[src/rtl/sram_async_pkg.sv]
`timescale 1ns/1ps
package sram_async_pkg;

   typedef enum logic [1:0] {
      ST_IDLE  = 2'd0,
      ST_WRITE = 2'd1,
      ST_READ  = 2'd2
   } ctrl_state_e;

   function automatic int ns_to_cyc(input int ns, input int clk_ns);
      return (ns + clk_ns - 1) / clk_ns;
   endfunction

   function automatic int imax(input int a, input int b);
      return (a > b) ? a : b;
   endfunction

   // nanosecond minimums per speed grade (grade value equals cycle time)
   function automatic int t_oe_ns(input int grade);
      return (grade == 40) ? 25 : 30;
   endfunction

   function automatic int t_wp_ns(input int grade);
      return (grade == 40) ? 30 : 40;
   endfunction

   function automatic int t_cw_ns(input int grade);
      return (grade == 40) ? 35 : 45;
   endfunction

   function automatic int t_ds_ns(input int grade);
      return (grade == 40) ? 20 : 25;
   endfunction

   function automatic int t_hiz_ns(input int grade);
      return (grade == 40) ? 20 : 25;
   endfunction

endpackage

[src/rtl/sram_cycle_timer.sv]
`timescale 1ns/1ps
module sram_cycle_timer #(
   parameter int CNT_W = 4
) (
   input  logic             clk,
   input  logic             rst_n,
   input  logic             clear,
   output logic [CNT_W-1:0] count
);
   always_ff @(posedge clk or negedge rst_n) begin
      if (!rst_n) begin
         count <= '0;
      end else if (clear) begin
         count <= '0;
      end else if (count != {CNT_W{1'b1}}) begin
         count <= count + 1'b1;
      end
   end
endmodule

[src/rtl/sram_addr_map.sv]
`timescale 1ns/1ps
module sram_addr_map #(
   parameter int ADDR_W    = 19,
   parameter int DATA_W    = 16,
   parameter int BYTE_MODE = 0,
   parameter int HOST_AW   = ADDR_W + BYTE_MODE
) (
   input  logic [HOST_AW-1:0] host_addr,
   input  logic [1:0]         host_be,
   input  logic [DATA_W-1:0]  host_wdata,
   output logic [ADDR_W-1:0]  word_addr,
   output logic               addr_lsb,
   output logic               lb_n,
   output logic               ub_n,
   output logic [DATA_W-1:0]  dq_word,
   output logic               byte_n
);
   localparam int LANE_W = DATA_W / 2;

   generate
      if (BYTE_MODE != 0) begin : g_byte
         assign word_addr = host_addr[HOST_AW-1:1];
         assign addr_lsb  = host_addr[0];
         assign lb_n      = 1'b0;
         assign ub_n      = 1'b1;
         assign dq_word   = {{(DATA_W-LANE_W){1'b0}}, host_wdata[LANE_W-1:0]};
         assign byte_n    = 1'b0;
      end else begin : g_word
         assign word_addr = host_addr;
         assign addr_lsb  = 1'b0;
         assign lb_n      = ~host_be[0];
         assign ub_n      = ~host_be[1];
         assign dq_word   = host_wdata;
         assign byte_n    = 1'b1;
      end
   endgenerate
endmodule

[src/rtl/sram_read_capture.sv]
`timescale 1ns/1ps
module sram_read_capture #(
   parameter int DATA_W    = 16,
   parameter int BYTE_MODE = 0
) (
   input  logic              clk,
   input  logic              rst_n,
   input  logic              capture,
   input  logic              lb_n,
   input  logic              ub_n,
   input  logic [DATA_W-1:0] dq_in,
   output logic              valid,
   output logic [DATA_W-1:0] rdata
);
   localparam int LANE_W = DATA_W / 2;

   logic [DATA_W-1:0] masked;

   generate
      if (BYTE_MODE != 0) begin : g_byte
         assign masked = {{(DATA_W-LANE_W){1'b0}}, dq_in[LANE_W-1:0]};
      end else begin : g_word
         assign masked = {dq_in[DATA_W-1:LANE_W] & {(DATA_W-LANE_W){~ub_n}},
                          dq_in[LANE_W-1:0]      & {LANE_W{~lb_n}}};
      end
   endgenerate

   always_ff @(posedge clk or negedge rst_n) begin
      if (!rst_n) begin
         valid <= 1'b0;
         rdata <= '0;
      end else begin
         valid <= capture;
         if (capture) begin
            rdata <= masked;
         end
      end
   end
endmodule

[src/rtl/sram_async_ctrl.sv]
`timescale 1ns/1ps
module sram_async_ctrl
   import sram_async_pkg::*;
#(
   parameter int ADDR_W       = 19,
   parameter int DATA_W       = 16,
   parameter int CLK_NS       = 5,
   parameter int GRADE_NS     = 40,
   parameter int BYTE_MODE    = 0,
   parameter int IDLE_STANDBY = 1
) (
   input  logic                        clk,
   input  logic                        rst_n,
   input  logic                        req_valid,
   output logic                        req_ready,
   input  logic                        req_write,
   input  logic [ADDR_W+BYTE_MODE-1:0] req_addr,
   input  logic [DATA_W-1:0]           req_wdata,
   input  logic [1:0]                  req_be,
   output logic                        rsp_valid,
   output logic [DATA_W-1:0]           rsp_rdata,
   output logic [ADDR_W-1:0]           sram_addr,
   output logic                        sram_a_lsb,
   output logic                        sram_ce_n,
   output logic                        sram_ce,
   output logic                        sram_we_n,
   output logic                        sram_oe_n,
   output logic                        sram_lb_n,
   output logic                        sram_ub_n,
   output logic                        sram_byte_n,
   output logic [DATA_W-1:0]           sram_dq_o,
   output logic                        sram_dq_oe,
   input  logic [DATA_W-1:0]           sram_dq_i
);
   localparam int HOST_AW = ADDR_W + BYTE_MODE;
   localparam int RD_CYC  = imax(ns_to_cyc(GRADE_NS, CLK_NS),
                                 ns_to_cyc(t_oe_ns(GRADE_NS), CLK_NS));
   localparam int ODW_CYC = ns_to_cyc(t_hiz_ns(GRADE_NS), CLK_NS);
   localparam int DS_CYC  = ns_to_cyc(t_ds_ns(GRADE_NS), CLK_NS);
   localparam int WL_CYC  = imax(imax(ns_to_cyc(t_wp_ns(GRADE_NS), CLK_NS),
                                      ns_to_cyc(t_cw_ns(GRADE_NS), CLK_NS)),
                                 imax(ns_to_cyc(GRADE_NS, CLK_NS), ODW_CYC + DS_CYC));
   localparam int CNT_W   = $clog2(imax(RD_CYC, WL_CYC) + 1);
   localparam logic [CNT_W-1:0] ODW_LAST = CNT_W'(ODW_CYC - 1);
   localparam logic [CNT_W-1:0] WL_LAST  = CNT_W'(WL_CYC - 1);
   localparam logic [CNT_W-1:0] RD_LAST  = CNT_W'(RD_CYC - 1);

   // elaboration-time parameter checks
   generate
      if (GRADE_NS != 40 && GRADE_NS != 55) begin : g_bad_grade
         $error("speed grade must be 40 or 55");
      end
      if (CLK_NS < 1) begin : g_bad_clk
         $error("clock period must be positive");
      end
      if (DATA_W != 16) begin : g_bad_width
         $error("data bus must be 16 bits");
      end
      if (BYTE_MODE != 0 && BYTE_MODE != 1) begin : g_bad_mode
         $error("byte mode is 0 or 1");
      end
      if (ADDR_W < 2) begin : g_bad_addr
         $error("address width too small");
      end
   endgenerate

   ctrl_state_e        state;
   logic [CNT_W-1:0]   cnt;
   logic [ADDR_W-1:0]  m_addr;
   logic               m_lsb;
   logic               m_lb_n;
   logic               m_ub_n;
   logic [DATA_W-1:0]  m_dq;
   logic               capture;

   sram_addr_map #(
      .ADDR_W(ADDR_W), .DATA_W(DATA_W), .BYTE_MODE(BYTE_MODE), .HOST_AW(HOST_AW)
   ) u_map (
      .host_addr (req_addr),
      .host_be   (req_be),
      .host_wdata(req_wdata),
      .word_addr (m_addr),
      .addr_lsb  (m_lsb),
      .lb_n      (m_lb_n),
      .ub_n      (m_ub_n),
      .dq_word   (m_dq),
      .byte_n    (sram_byte_n)
   );

   sram_cycle_timer #(.CNT_W(CNT_W)) u_timer (
      .clk  (clk),
      .rst_n(rst_n),
      .clear(state == ST_IDLE),
      .count(cnt)
   );

   assign capture   = (state == ST_READ) && (cnt == RD_LAST);
   assign req_ready = (state == ST_IDLE);

   sram_read_capture #(.DATA_W(DATA_W), .BYTE_MODE(BYTE_MODE)) u_cap (
      .clk    (clk),
      .rst_n  (rst_n),
      .capture(capture),
      .lb_n   (sram_lb_n),
      .ub_n   (sram_ub_n),
      .dq_in  (sram_dq_i),
      .valid  (rsp_valid),
      .rdata  (rsp_rdata)
   );

   always_ff @(posedge clk or negedge rst_n) begin
      if (!rst_n) begin
         state      <= ST_IDLE;
         sram_addr  <= '0;
         sram_a_lsb <= 1'b0;
         sram_ce_n  <= 1'b1;
         sram_ce    <= 1'b0;
         sram_we_n  <= 1'b1;
         sram_oe_n  <= 1'b1;
         sram_lb_n  <= 1'b1;
         sram_ub_n  <= 1'b1;
         sram_dq_o  <= '0;
         sram_dq_oe <= 1'b0;
      end else begin
         case (state)
            ST_IDLE: begin
               if (req_valid) begin
                  sram_addr  <= m_addr;
                  sram_a_lsb <= m_lsb;
                  sram_lb_n  <= m_lb_n;
                  sram_ub_n  <= m_ub_n;
                  sram_ce_n  <= 1'b0;
                  sram_ce    <= 1'b1;
                  if (req_write) begin
                     sram_we_n <= 1'b0;
                     sram_dq_o <= m_dq;
                     state     <= ST_WRITE;
                  end else begin
                     sram_oe_n <= 1'b0;
                     state     <= ST_READ;
                  end
               end else if (IDLE_STANDBY != 0) begin
                  sram_ce_n <= 1'b1;
                  sram_ce   <= 1'b0;
               end
            end
            ST_WRITE: begin
               if (cnt == ODW_LAST) begin
                  sram_dq_oe <= 1'b1;
               end
               if (cnt == WL_LAST) begin
                  sram_we_n  <= 1'b1;
                  sram_dq_oe <= 1'b0;
                  sram_lb_n  <= 1'b1;
                  sram_ub_n  <= 1'b1;
                  if (IDLE_STANDBY != 0) begin
                     sram_ce_n <= 1'b1;
                     sram_ce   <= 1'b0;
                  end
                  state <= ST_IDLE;
               end
            end
            ST_READ: begin
               if (cnt == RD_LAST) begin
                  sram_oe_n <= 1'b1;
                  sram_lb_n <= 1'b1;
                  sram_ub_n <= 1'b1;
                  if (IDLE_STANDBY != 0) begin
                     sram_ce_n <= 1'b1;
                     sram_ce   <= 1'b0;
                  end
                  state <= ST_IDLE;
               end
            end
            default: state <= ST_IDLE;
         endcase
      end
   end
endmodule

[config.mk]
export PLATFORM = sky130hd
export DESIGN_NAME = sram_async_ctrl
export DESIGN_NICKNAME = d
export VERILOG_FILES = /design/src/rtl/sram_async_pkg.sv /design/src/rtl/sram_cycle_timer.sv /design/src/rtl/sram_addr_map.sv /design/src/rtl/sram_read_capture.sv /design/src/rtl/sram_async_ctrl.sv
export SDC_FILE = /design/constraint.sdc
export NUM_CORES = 1
export LEC_CHECK = 0
export CAP_MARGIN = 10
export CORE_MARGIN = 4
export CORE_UTILIZATION = 60
export CTS_CLUSTER_SIZE = 20
export DETAILED_ROUTE_END_ITERATION = 6
export DONT_BUFFER_PORTS = 1
export HOLD_SLACK_MARGIN = 0.03
export PLACE_DENSITY = 0.76
export SETUP_SLACK_MARGIN = 0.15
export SLEW_MARGIN = 25
export SYNTH_ARGS = -nofsm -noshare
export SYNTH_HDL_FRONTEND = slang
export SYNTH_SLANG_ARGS = --single-unit
[constraint.sdc]
create_clock -name clk -period 2.45 [get_ports clk]
set_input_delay 0.1225 -clock clk [delete_from_list [all_inputs] [get_ports clk]]
set_output_delay 0.1225 -clock clk [all_outputs]
set_load 0.01 [all_outputs]
==> flow_metrics.env, run 1 <==
export IMPL_tns_ns=0
export IMPL_hold_viol=0
export IMPL_multiInputGateArea_sq_um=1002
export IMPL_clock_sinks=65
export IMPL_vias=1913
export IMPL_vdd_ir_drop_max_mv=0.7904
export IMPL_grt_total_usage_pct=25.31
export IMPL_cts_made_buffers=9
export IMPL_synth_yosys_warnings=0
export IMPL_cts_tree="done"
export IMPL_synth_main_ff_cell="dfrtp_1"
export IMPL_syn_area_per_cell_sq_um=12.58
export IMPL_portBuffers=0
export IMPL_drt_pass1_iter_count=4
export IMPL_worst_r2r_path_depth=4
export IMPL_drive_above_1_share_pct=21.71
export IMPL_cp_arrival_ns=2.15
export IMPL_cp_cell_sequence="inv_1 > ha_1 > nand3_2 > mux2_2"
export IMPL_rows=24
export IMPL_critical_path_class="reg -> reg"
export IMPL_syn2layout_area_growth_pct=30.54
export IMPL_clock_latency_ns=0.34
export IMPL_gr_total_overflow=0
export IMPL_final_util_pct=81.44
export IMPL_dieHeight_um=75.29
export IMPL_htree_levels=3
export IMPL_cp_start_kind="flip-flop"
export IMPL_n_antenna_cell=0
export IMPL_cap_violations=0
export IMPL_dpl_cell_area_sq_um=2745
export IMPL_hpwl_mm=4.101
export IMPL_grt_antenna_before_repair=0
export IMPL_ios=119
export IMPL_clock_skew_ns=0.01171
export IMPL_synthesis_area_sq_um=2716
export IMPL_drcViolationCount=0
export IMPL_synth_nets=279
export IMPL_r2r_slack_ns=0.52
export IMPL_grt_pass1_vias=2082
export IMPL_r2r_end="sram_dq_o[0]"
export IMPL_core_area_sq_um=4354
export IMPL_yosysTopAreaCell="dfrtp_1"
export IMPL_die_w_um=75.29
export IMPL_min_period_over_period_pct=78.82
export IMPL_drt_iter0_drc=130
export IMPL_holdBufCountCts=57
export IMPL_yosysSeqAreaShare_pct=60.11
export IMPL_synth_top_cell_area_share_pct=55.27
export IMPL_nFillCells=242
export IMPL_slowest_delay_ns=0.44
export IMPL_final_seq_area_sq_um=1633
export IMPL_fmax_mhz=517.9
export IMPL_synth_edff_count=0
export IMPL_layout_nets=339
export IMPL_vias_per_cell=5.745
export IMPL_yosysUniqueCellTypes=31
export IMPL_pwr_density_cell_nw_per_um2=1157
export IMPL_clockBufferDepth=2
export IMPL_required_ns=2.66
export IMPL_post_cts_buffers=0
export IMPL_regToRegStartpoint="state[0]"
export IMPL_status="completed"
export IMPL_end_kind="flip-flop"
export IMPL_cts_root_buf="clkbuf_8"
export IMPL_dp_cells=260
export IMPL_dieArea_sq_um=5668
export IMPL_p_leak_nw=1.568
export IMPL_holdPathEnd="sram_oe_n"
export IMPL_synth_area_top_cells="dfrtp_1 (55%), mux2_2 (15%), dfstp_2 (4.8%)"
export IMPL_cpLargestDelayFamily="simple AND/OR/NAND/NOR gates"
export IMPL_worstPathMaxFanout=16
export IMPL_rsz0062_at_grt="false"
export IMPL_grt_pass1_wl_mm=10.31
export IMPL_stdcell_area_sq_um=3546
export IMPL_ys_seq_elements=65
export IMPL_hold_slack_ns=0.05190
export IMPL_synthArstFlopShare_pct=100.0
export IMPL_slowest_stage="nand3_2"
export IMPL_grt_max_degree=66
export IMPL_path_clk_slew_ns=0.07
export IMPL_worstHoldPathCells=3
export IMPL_routed_wl_mm=6.837
export IMPL_initial_core_util_pct=62.39
export IMPL_wl_per_cell_um=20.53
export IMPL_min_from="req_valid"
export IMPL_cts_resized=0
export IMPL_netlist_instances=216
export IMPL_critPathBufInv=1
export IMPL_globalplace_congestion=0.7352
export IMPL_slew_viol_final=0
export IMPL_min_period_ns=1.931
export IMPL_finalSetupViolations=0
export IMPL_final_antenna_net_count=0
export IMPL_min_path_type="in -> reg"
export IMPL_layout_cells_non_filler=333
==> worst max-delay path by stage <==
stage | start | cells past startpoint | to | slack (ns)
global placement | state[0] | 4 | sram_dq_o[11] | 0.64
global route | state[0] | 4 | sram_dq_o[1] | 0.40
finish | state[0] | 4 | sram_dq_o[0] | 0.52
CTS | state[0] | 4 | sram_dq_o[1] | 0.49
floorplan | state[0] | 6 | sram_dq_o[10] | 0.77
detailed placement | state[0] | 4 | sram_dq_o[1] | 0.50
==> cell type report <==
class / count / area share, %
clock buffers: 11 / 4.270
clock inverters: 5 / 1.729
inverters: 8 / 0.8469
multi-input cells: 133 / 28.26
flip-flops and latches: 65 / 46.05
well taps: 52 / 1.835
repair buffers: 59 / 17.01
==> flip-flops by register name (all words and copies together) (netlist names), 2 cells and up <==
| signal | count |
|---|---|
| sram_addr | 19 |
| sram_dq_o | 16 |
| u_cap.rdata | 16 |
| u_timer.count | 4 |
| state | 2 |
==> through the flow <==
stage               power, mW  setup slack (ns)
finish                  4.103            0.5189
global placement        2.924            0.6381
global route            4.337            0.4037
floorplan               2.766            0.7728
detailed placement      3.037            0.5047
CTS                     4.084            0.4869
==> cell usage in the layout (no fill, tap or decap), types with 2 or more instances in the layout <==
cell type / synthesis / layout
dfrtp_1: 60 / 60
dlygate4sd3_1: 0 / 56
mux2_2: 36 / 36
o21ai_0: 21 / 21
nand2_1: 19 / 19
nand2b_1: 18 / 18
clkbuf_8: 0 / 11
inv_1: 8 / 8
ha_1: 6 / 6
dfstp_2: 5 / 5
nand3b_1: 3 / 3
nor2_1: 3 / 3
a21oi_1: 3 / 3
nand4b_1: 2 / 2
nor2b_1: 2 / 2
a21o_1: 2 / 2
nand3_1: 2 / 2
a211oi_1: 2 / 2
a2bb2oi_1: 2 / 2
conb_1: 2 / 2
inv_6: 0 / 2
buf_4: 2 / 2
==> per-layer routing <==
metal  global-route usage [%]  vias up  share of wire, %
li1                         -      854                 -
met1                    27.11      952                35
met5                        0        -                 0
met3                    7.610       16               8.4
met4                    12.62        0               2.3
met2                    44.97       91                54
==> report_power, final <==
part / leakage, nW / internal (mW) / switching [mW] / total (mW)
logic: 0.734 / 0.610 / 0.480 / 1.09
clock network: 0.110 / 0.533 / 0.418 / 0.951
registers: 0.724 / 1.51 / 0.549 / 2.06
==> kinds of logic (layout without fill, tap and decap cells) <==
kind of cell	count (synthesis)	after routing	share of synthesized area, %
other cells	2	2	0.2765
xor+xnor	2	2	0.6450
simple gates	53	53	10.64
flops	65	65	60.11
fa+ha+maj	6	6	2.764
compound gates	32	32	6.863
mux	38	38	15.71
buf+inv	18	83	2.994
==> cells in the mapped netlist, types with 5 or more instances <==
library cell	number
inv_1	8
buf_2	5
dfstp_2	5
mux2_2	36
nand2b_1	18
ha_1	6
dfrtp_1	60
o21ai_0	21
nand2_1	19
==> tightest hold or removal path: cells and delay by family <==
| kind | cells | cell delay, ns |
|---|---|---|
| compound gates | 2 | 0.19 |
| simple gates | 1 | 0.07 |
Note: power is estimated with default switching activity, not from simulation.
==> run 2, diff against run 1 <==
CORE_UTILIZATION = 56   (was 60)
PLACE_DENSITY = 0.74   (was 0.76)
clock period = 1.6 ns   (was 2.45 ns; I/O delays follow)
==> run 2 against run 1 <==
  * The flow now finishes with violations (negative hold slack)
  * Wire length increased by 3.9%
  * Clock power increased by 66%
  * Final cell count increased by 7.5%
  * Core utilization decreased by 2.0 points
  * Worst hold slack got worse by 0.61 ns
  * Combinational power increased by 98%
  * Global-route usage decreased by 1.3 points
  * Total power increased by 68%
  * Count of clock-buffer cells in the layout increased by 2
  * Worst setup slack got worse by 0.44 ns
  * Via count increased by 3.7%
  * Critical path depth increased by 1
  * Largest power group unchanged
==> flow_metrics.env, run 2 (synthesis results as in run 1) <==
export IMPL_cp_cell_sequence="inv_2 > ha_4 > nor2b_4 > a21o_1 > mux2_2"
export IMPL_tns_ns=0
export IMPL_grt_use_met3_pct=7.309
export IMPL_ios=119
export IMPL_stdcell_area_sq_um=3754
export IMPL_slowest_delay_ns=0.40
export IMPL_critPathBufInv=1
export IMPL_initial_core_util_pct=57.51
export IMPL_cts_tree="done"
export IMPL_top_regs="sram_addr (19), sram_dq_o (16), u_cap.rdata (16)"
export IMPL_path_depth=5
export IMPL_rsz0062_at_grt="true"
export IMPL_grt_pass1_wl_mm=11.05
export IMPL_hold_slack_ns=-0.5576
export IMPL_grt_pass1_vias=2159
export IMPL_holdBufCountCts=55
export IMPL_clock_sinks=65
export IMPL_htree_levels=3
export IMPL_setup_worst_path_start="state[0]"
export IMPL_dieHeight_um=77.65
export IMPL_dpl_cell_area_sq_um=2843
export IMPL_wl_per_cell_um=19.85
export IMPL_cap_violations=0
export IMPL_slew_viol_final=0
export IMPL_min_path_type="in -> async"
export IMPL_slowest_stage="dfrtp_1"
export IMPL_min_period_over_period_pct=94.80
export IMPL_crit_end="state[1]"
export IMPL_status="finished with violations"
export IMPL_largest_register="sram_addr"
export IMPL_hold_viol=65
export IMPL_vias_per_cell=5.539
export IMPL_grt_max_degree=66
export IMPL_gr_total_overflow=0
export IMPL_drcViolationCount=0
export IMPL_die_w_um=77.65
export IMPL_vdd_ir_drop_max_mv=1.183
export IMPL_cp_arrival_ns=1.72
export IMPL_violations="negative hold slack"
export IMPL_met1_usage_pct=26.64
export IMPL_rows=25
export IMPL_grt_total_usage_pct=24.03
export IMPL_fmax_mhz=659.3
export IMPL_top_usage_layer="met2"
export IMPL_path_clk_slew_ns=0.07
export IMPL_vias=1983
export IMPL_routed_wl_mm=7.105
export IMPL_cp_start_kind="flip-flop"
export IMPL_met2_usage_pct=41.78
export IMPL_pwr_density_cell_nw_per_um2=1838
export IMPL_clock_latency_ns=0.33
export IMPL_end_kind="flip-flop"
export IMPL_layout_common_cells="dfrtp_1 (59), dlygate4sd3_1 (55), mux2_2 (34)"
export IMPL_cts_made_buffers=9
export IMPL_final_util_pct=79.47
export IMPL_final_antenna_net_count=0
export IMPL_n_antenna_cell=0
export IMPL_finalSetupViolations=0
export IMPL_clockBufferDepth=2
export IMPL_p_leak_nw=1.654
export IMPL_worst_r2r_path_depth=5
export IMPL_syn2layout_area_growth_pct=38.19
export IMPL_dieArea_sq_um=6029
export IMPL_regToRegStartpoint="state[0]"
export IMPL_largest_reg_flops=19
export IMPL_r2r_end="state[1]"
export IMPL_drt_pass1_iter_count=4
export IMPL_required_ns=1.80
export IMPL_portBuffers=0
export IMPL_worstPathMaxFanout=4
export IMPL_total_power_mw=6.899
export IMPL_r2r_slack_ns=0.08
export IMPL_layout_nets=350
export IMPL_clock_skew_ns=0.008964
export IMPL_grt_antenna_before_repair=0
export IMPL_drt_iter0_drc=116
export IMPL_final_common_cell="dfrtp_1"
export IMPL_hpwl_mm=4.039
export IMPL_drive_above_1_share_pct=27.84
export IMPL_cts_root_buf="clkbuf_8"
export IMPL_core_area_sq_um=4723
export IMPL_min_period_ns=1.517
export IMPL_cpLargestDelayFamily="flip-flops"
export IMPL_critical_path_class="reg -> reg"
export IMPL_globalplace_congestion=0.7883
[run 2: repair_timing]
item / CTS / global route
hold endpoints to repair: 123 / 65
pin swaps: 3 / 1
buffers inserted: 7 / 5
gates resized for setup: 4 / 6
cloned: 1 / 0
setup endpoints to repair: 29 / 47
[run 2: where the power goes]
| group | switching [mW] | internal [mW] | total [mW] |
|---|---|---|---|
| Combinational | 0.898 | 1.26 | 2.16 |
| Clock | 0.577 | 0.998 | 1.58 |
| Sequential | 0.843 | 2.32 | 3.16 |
| Total | 2.32 | 4.58 | 6.90 |
[run 2: metal layers]
layer / part of all wire [%] / wire length, um / vias to the layer above
met5: 0 / 0 / -
met4: 2.3 / 161 / 0
met3: 8.3 / 588 / 18
met2: 53 / 3762 / 109
met1: 36 / 2593 / 982
li1: - / - / 874
[run 2: worst min path at each step]
stage | to | slack [ns] | cells after the start
2_1_floorplan | sram_addr[0] | -0.22 | 0
3_3_place_gp | u_cap.rdata[2] | -0.21 | 0
3_5_place_dp | u_cap.rdata[1] | -0.21 | 0
4_1_cts | sram_dq_o[15] | -0.57 | 0
5_1_grt | u_cap.rdata[1] | -0.58 | 0
6_report | u_cap.rdata[0] | -0.56 | 0
[run 2: cell type report]
| type | count | area, sq um |
|---|---|---|
| clock buffer | 13 | 168.9 |
| clock inverter | 2 | 60.06 |
| fill | 284 | 969.7 |
| inverter | 8 | 32.53 |
| multi-input combinational | 134 | 1096 |
| sequential | 65 | 1634 |
| tap | 67 | 83.83 |
| timing repair buffer | 69 | 678.2 |
[run 2: through the flow]
step	instances	worst slack, ns
4_1_cts	353	0.1187
3_3_place_gp	275	0.1094
6_report	358	0.08327
2_1_floorplan	216	0.1332
5_1_grt	358	0.03197
3_5_place_dp	275	0.02559
==> run 3, diff against run 2 <==
clock period = 1.3 ns   (was 1.6 ns; I/O delays follow)
==> run 3 against run 2 <==
  * The flow finishes with violations (negative hold slack, negative setup slack)
  * Critical endpoint is now u_cap.rdata[11]
  * Critical path depth rose by 2
  * First-iteration DRC count grew 99%
  * Non-clock buffer count grew 23
  * Register-to-register slack lost 0.36 ns
==> flow_metrics.env, run 3 (synthesis results as in run 1) <==
export IMPL_clock_sinks=65
export IMPL_grt_max_degree=66
export IMPL_worst_pin_slew_ns=0.9660
export IMPL_setup_slack_ns=-0.2739
export IMPL_vias=2316
export IMPL_min_period_ns=1.574
export IMPL_power_frac_seq_pct=40.7
export IMPL_cts_made_buffers=9
export IMPL_largest_reg_flops=19
export IMPL_rows=25
export IMPL_p_leak_nw=1.889
export IMPL_top_regs="sram_addr (19), sram_dq_o (16), u_cap.rdata (16)"
export IMPL_vdd_ir_drop_max_mv=1.786
export IMPL_grt_pass1_vias=2413
export IMPL_ios=119
export IMPL_cap_violations=0
export IMPL_cp_cell_sequence="inv_4 > ha_4 > nand4b_1 > buf_4 > buf_8 > buf_16 > o21ai_2"
export IMPL_pwr_density_cell_nw_per_um2=2246
export IMPL_drcViolationCount=0
export IMPL_p_sw_share_pct=37.84
export IMPL_routed_wl_mm=10.20
export IMPL_initial_core_util_pct=57.51
export IMPL_cp_arrival_ns=1.83
export IMPL_clock_latency_ns=0.34
export IMPL_vias_per_cell=6.016
export IMPL_end_kind="flip-flop"
export IMPL_dieArea_sq_um=6029
export IMPL_grt_pass1_wl_mm=13.34
export IMPL_status="finished with violations"
export IMPL_dieHeight_um=77.65
export IMPL_core_area_sq_um=4723
export IMPL_hold_viol=65
export IMPL_fmax_mhz=635.4
export IMPL_grt_total_usage_pct=29.43
export IMPL_switchingPower_mw=3.741
export IMPL_layout_nets=376
export IMPL_holdBufCountCts=56
export IMPL_drt_pass1_iter_count=4
export IMPL_syn2layout_area_growth_pct=62.09
export IMPL_clock_skew_ns=0.01201
export IMPL_hold_slack_ns=-0.5911
export IMPL_finalSetupViolations=65
export IMPL_power_internal_mw=6.147
export IMPL_grt_antenna_before_repair=0
export IMPL_worstPathMaxFanout=4
export IMPL_slew_viol_final=0
export IMPL_portBuffers=0
export IMPL_rsz0062_at_grt="true"
export IMPL_critical_path_class="reg -> reg"
export IMPL_wl_per_cell_um=26.49
export IMPL_largest_register="sram_addr"
export IMPL_final_common_cell="dfrtp_1"
export IMPL_final_util_pct=93.22
export IMPL_violations="negative hold slack, negative setup slack"
export IMPL_clock_power_share_pct=20.2
export IMPL_min_period_over_period_pct=121.1
export IMPL_hpwl_mm=4.272
export IMPL_globalplace_congestion=0.7773
export IMPL_drt_iter0_drc=231
export IMPL_combPwrFrac_pct=39.0
export IMPL_path_clk_slew_ns=0.09
export IMPL_n_antenna_cell=0
export IMPL_clockBufferDepth=2
export IMPL_gr_total_overflow=0
export IMPL_cp_start_kind="flip-flop"
export IMPL_slowest_delay_ns=0.46
export IMPL_cts_root_buf="clkbuf_8"
export IMPL_layout_common_cells="dfrtp_1 (59), dlygate4sd3_1 (55), mux2_2 (28)"
export IMPL_drive_above_1_share_pct=48.74
export IMPL_min_path_type="in -> async"
export IMPL_slowest_stage="dfrtp_2"
export IMPL_required_ns=1.55
export IMPL_place_ws_ns=-0.2415
export IMPL_htree_levels=3
export IMPL_die_w_um=77.65
export IMPL_final_antenna_net_count=0
export IMPL_nFillCells=137
export IMPL_slew_headroom_pct=35.60
export IMPL_cts_tree="done"
## run 3: cell count changes in the layout (fill, tap and decap cells not counted), sizes merged
cell,before,now
clkbuf,14,10
inv,8,9
clkinvlp,0,1
buf,13,36
nand2,19,22
clkinv,0,2
dlymetal6s4s,0,1
## run 3: path summary, 6_finish.rpt
check,start,to,slack (ns),depth (start not counted)
worst max-delay path,state[0],u_cap.rdata[11],-0.27,7
worst min-delay path,rst_n,u_cap.rdata[9],-0.59,0
worst max register to register,state[0],u_cap.rdata[11],-0.27,7
worst min register to register,sram_we_n,sram_we_n,0.51,2
max in group asynchronous,rst_n,sram_ce_n,1.67,0
min in group clk,req_valid,sram_dq_o[13],0.06,2
## run 3: power by group through the flow
stage,logic [mW],clock network [mW],registers (mW)
floorplan,1.89,0,3.66
global placement,2.24,0,3.83
detailed placement,2.41,0,3.88
CTS,3.06,1.95,3.88
global route,4.06,2.09,4.09
finish,3.86,2.00,4.03
## run 3: critical path: cells and delay by family (launching register included)
family                   cells  cell delay, ns
flip-flops                   1            0.46
AO/OA/AOI/OAI                1            0.18
AND/OR/NAND/NOR              1            0.15
buffers and inverters        4            0.57
adder cells (fa/ha/maj)      1            0.14
## run 3: metrics by stage
stage                     setup TNS, ns  instances  total power, mW  cell area, sq um
after floorplan                  -2.256        216            5.543              2843
after global placement           -1.830        291            6.065              2985
after detailed placement         -4.703        291            6.285              2985
after CTS                        -8.042        380            8.891              4130
after global routing             -11.93        385            10.25              4403
final                            -10.25        385            9.888              4403
## run 3: cell type report
type / instances / area [sq um] / share of cell area (%)
clock inverter: 6 / 90.09 / 2.046
inverter: 8 / 32.53 / 0.7388
clock buffer: 10 / 137.6 / 3.126
tap: 67 / 83.83 / 1.904
multi-input combinational: 137 / 1449 / 32.91
timing repair buffer: 92 / 975.9 / 22.17
sequential: 65 / 1634 / 37.11
## run 3: layer usage
metal | GRT usage (%) | share of wire [%] | vias up
met2 | 52.05 | 52 | 136
met1 | 32.19 | 37 | 1194
met4 | 14.41 | 4.3 | 0
met5 | 0 | 0 | -
li1 | - | - | 945
met3 | 8.237 | 7.0 | 41
## run 3: what timing repair did
item / in CTS / in global routing
resized for setup: 60 / 52
hold endpoints to repair: 124 / 65
pin swaps: 9 / 17
endpoints found under the setup margin: 66 / 66
gates cloned: 7 / 1
setup buffers: 10 / 4
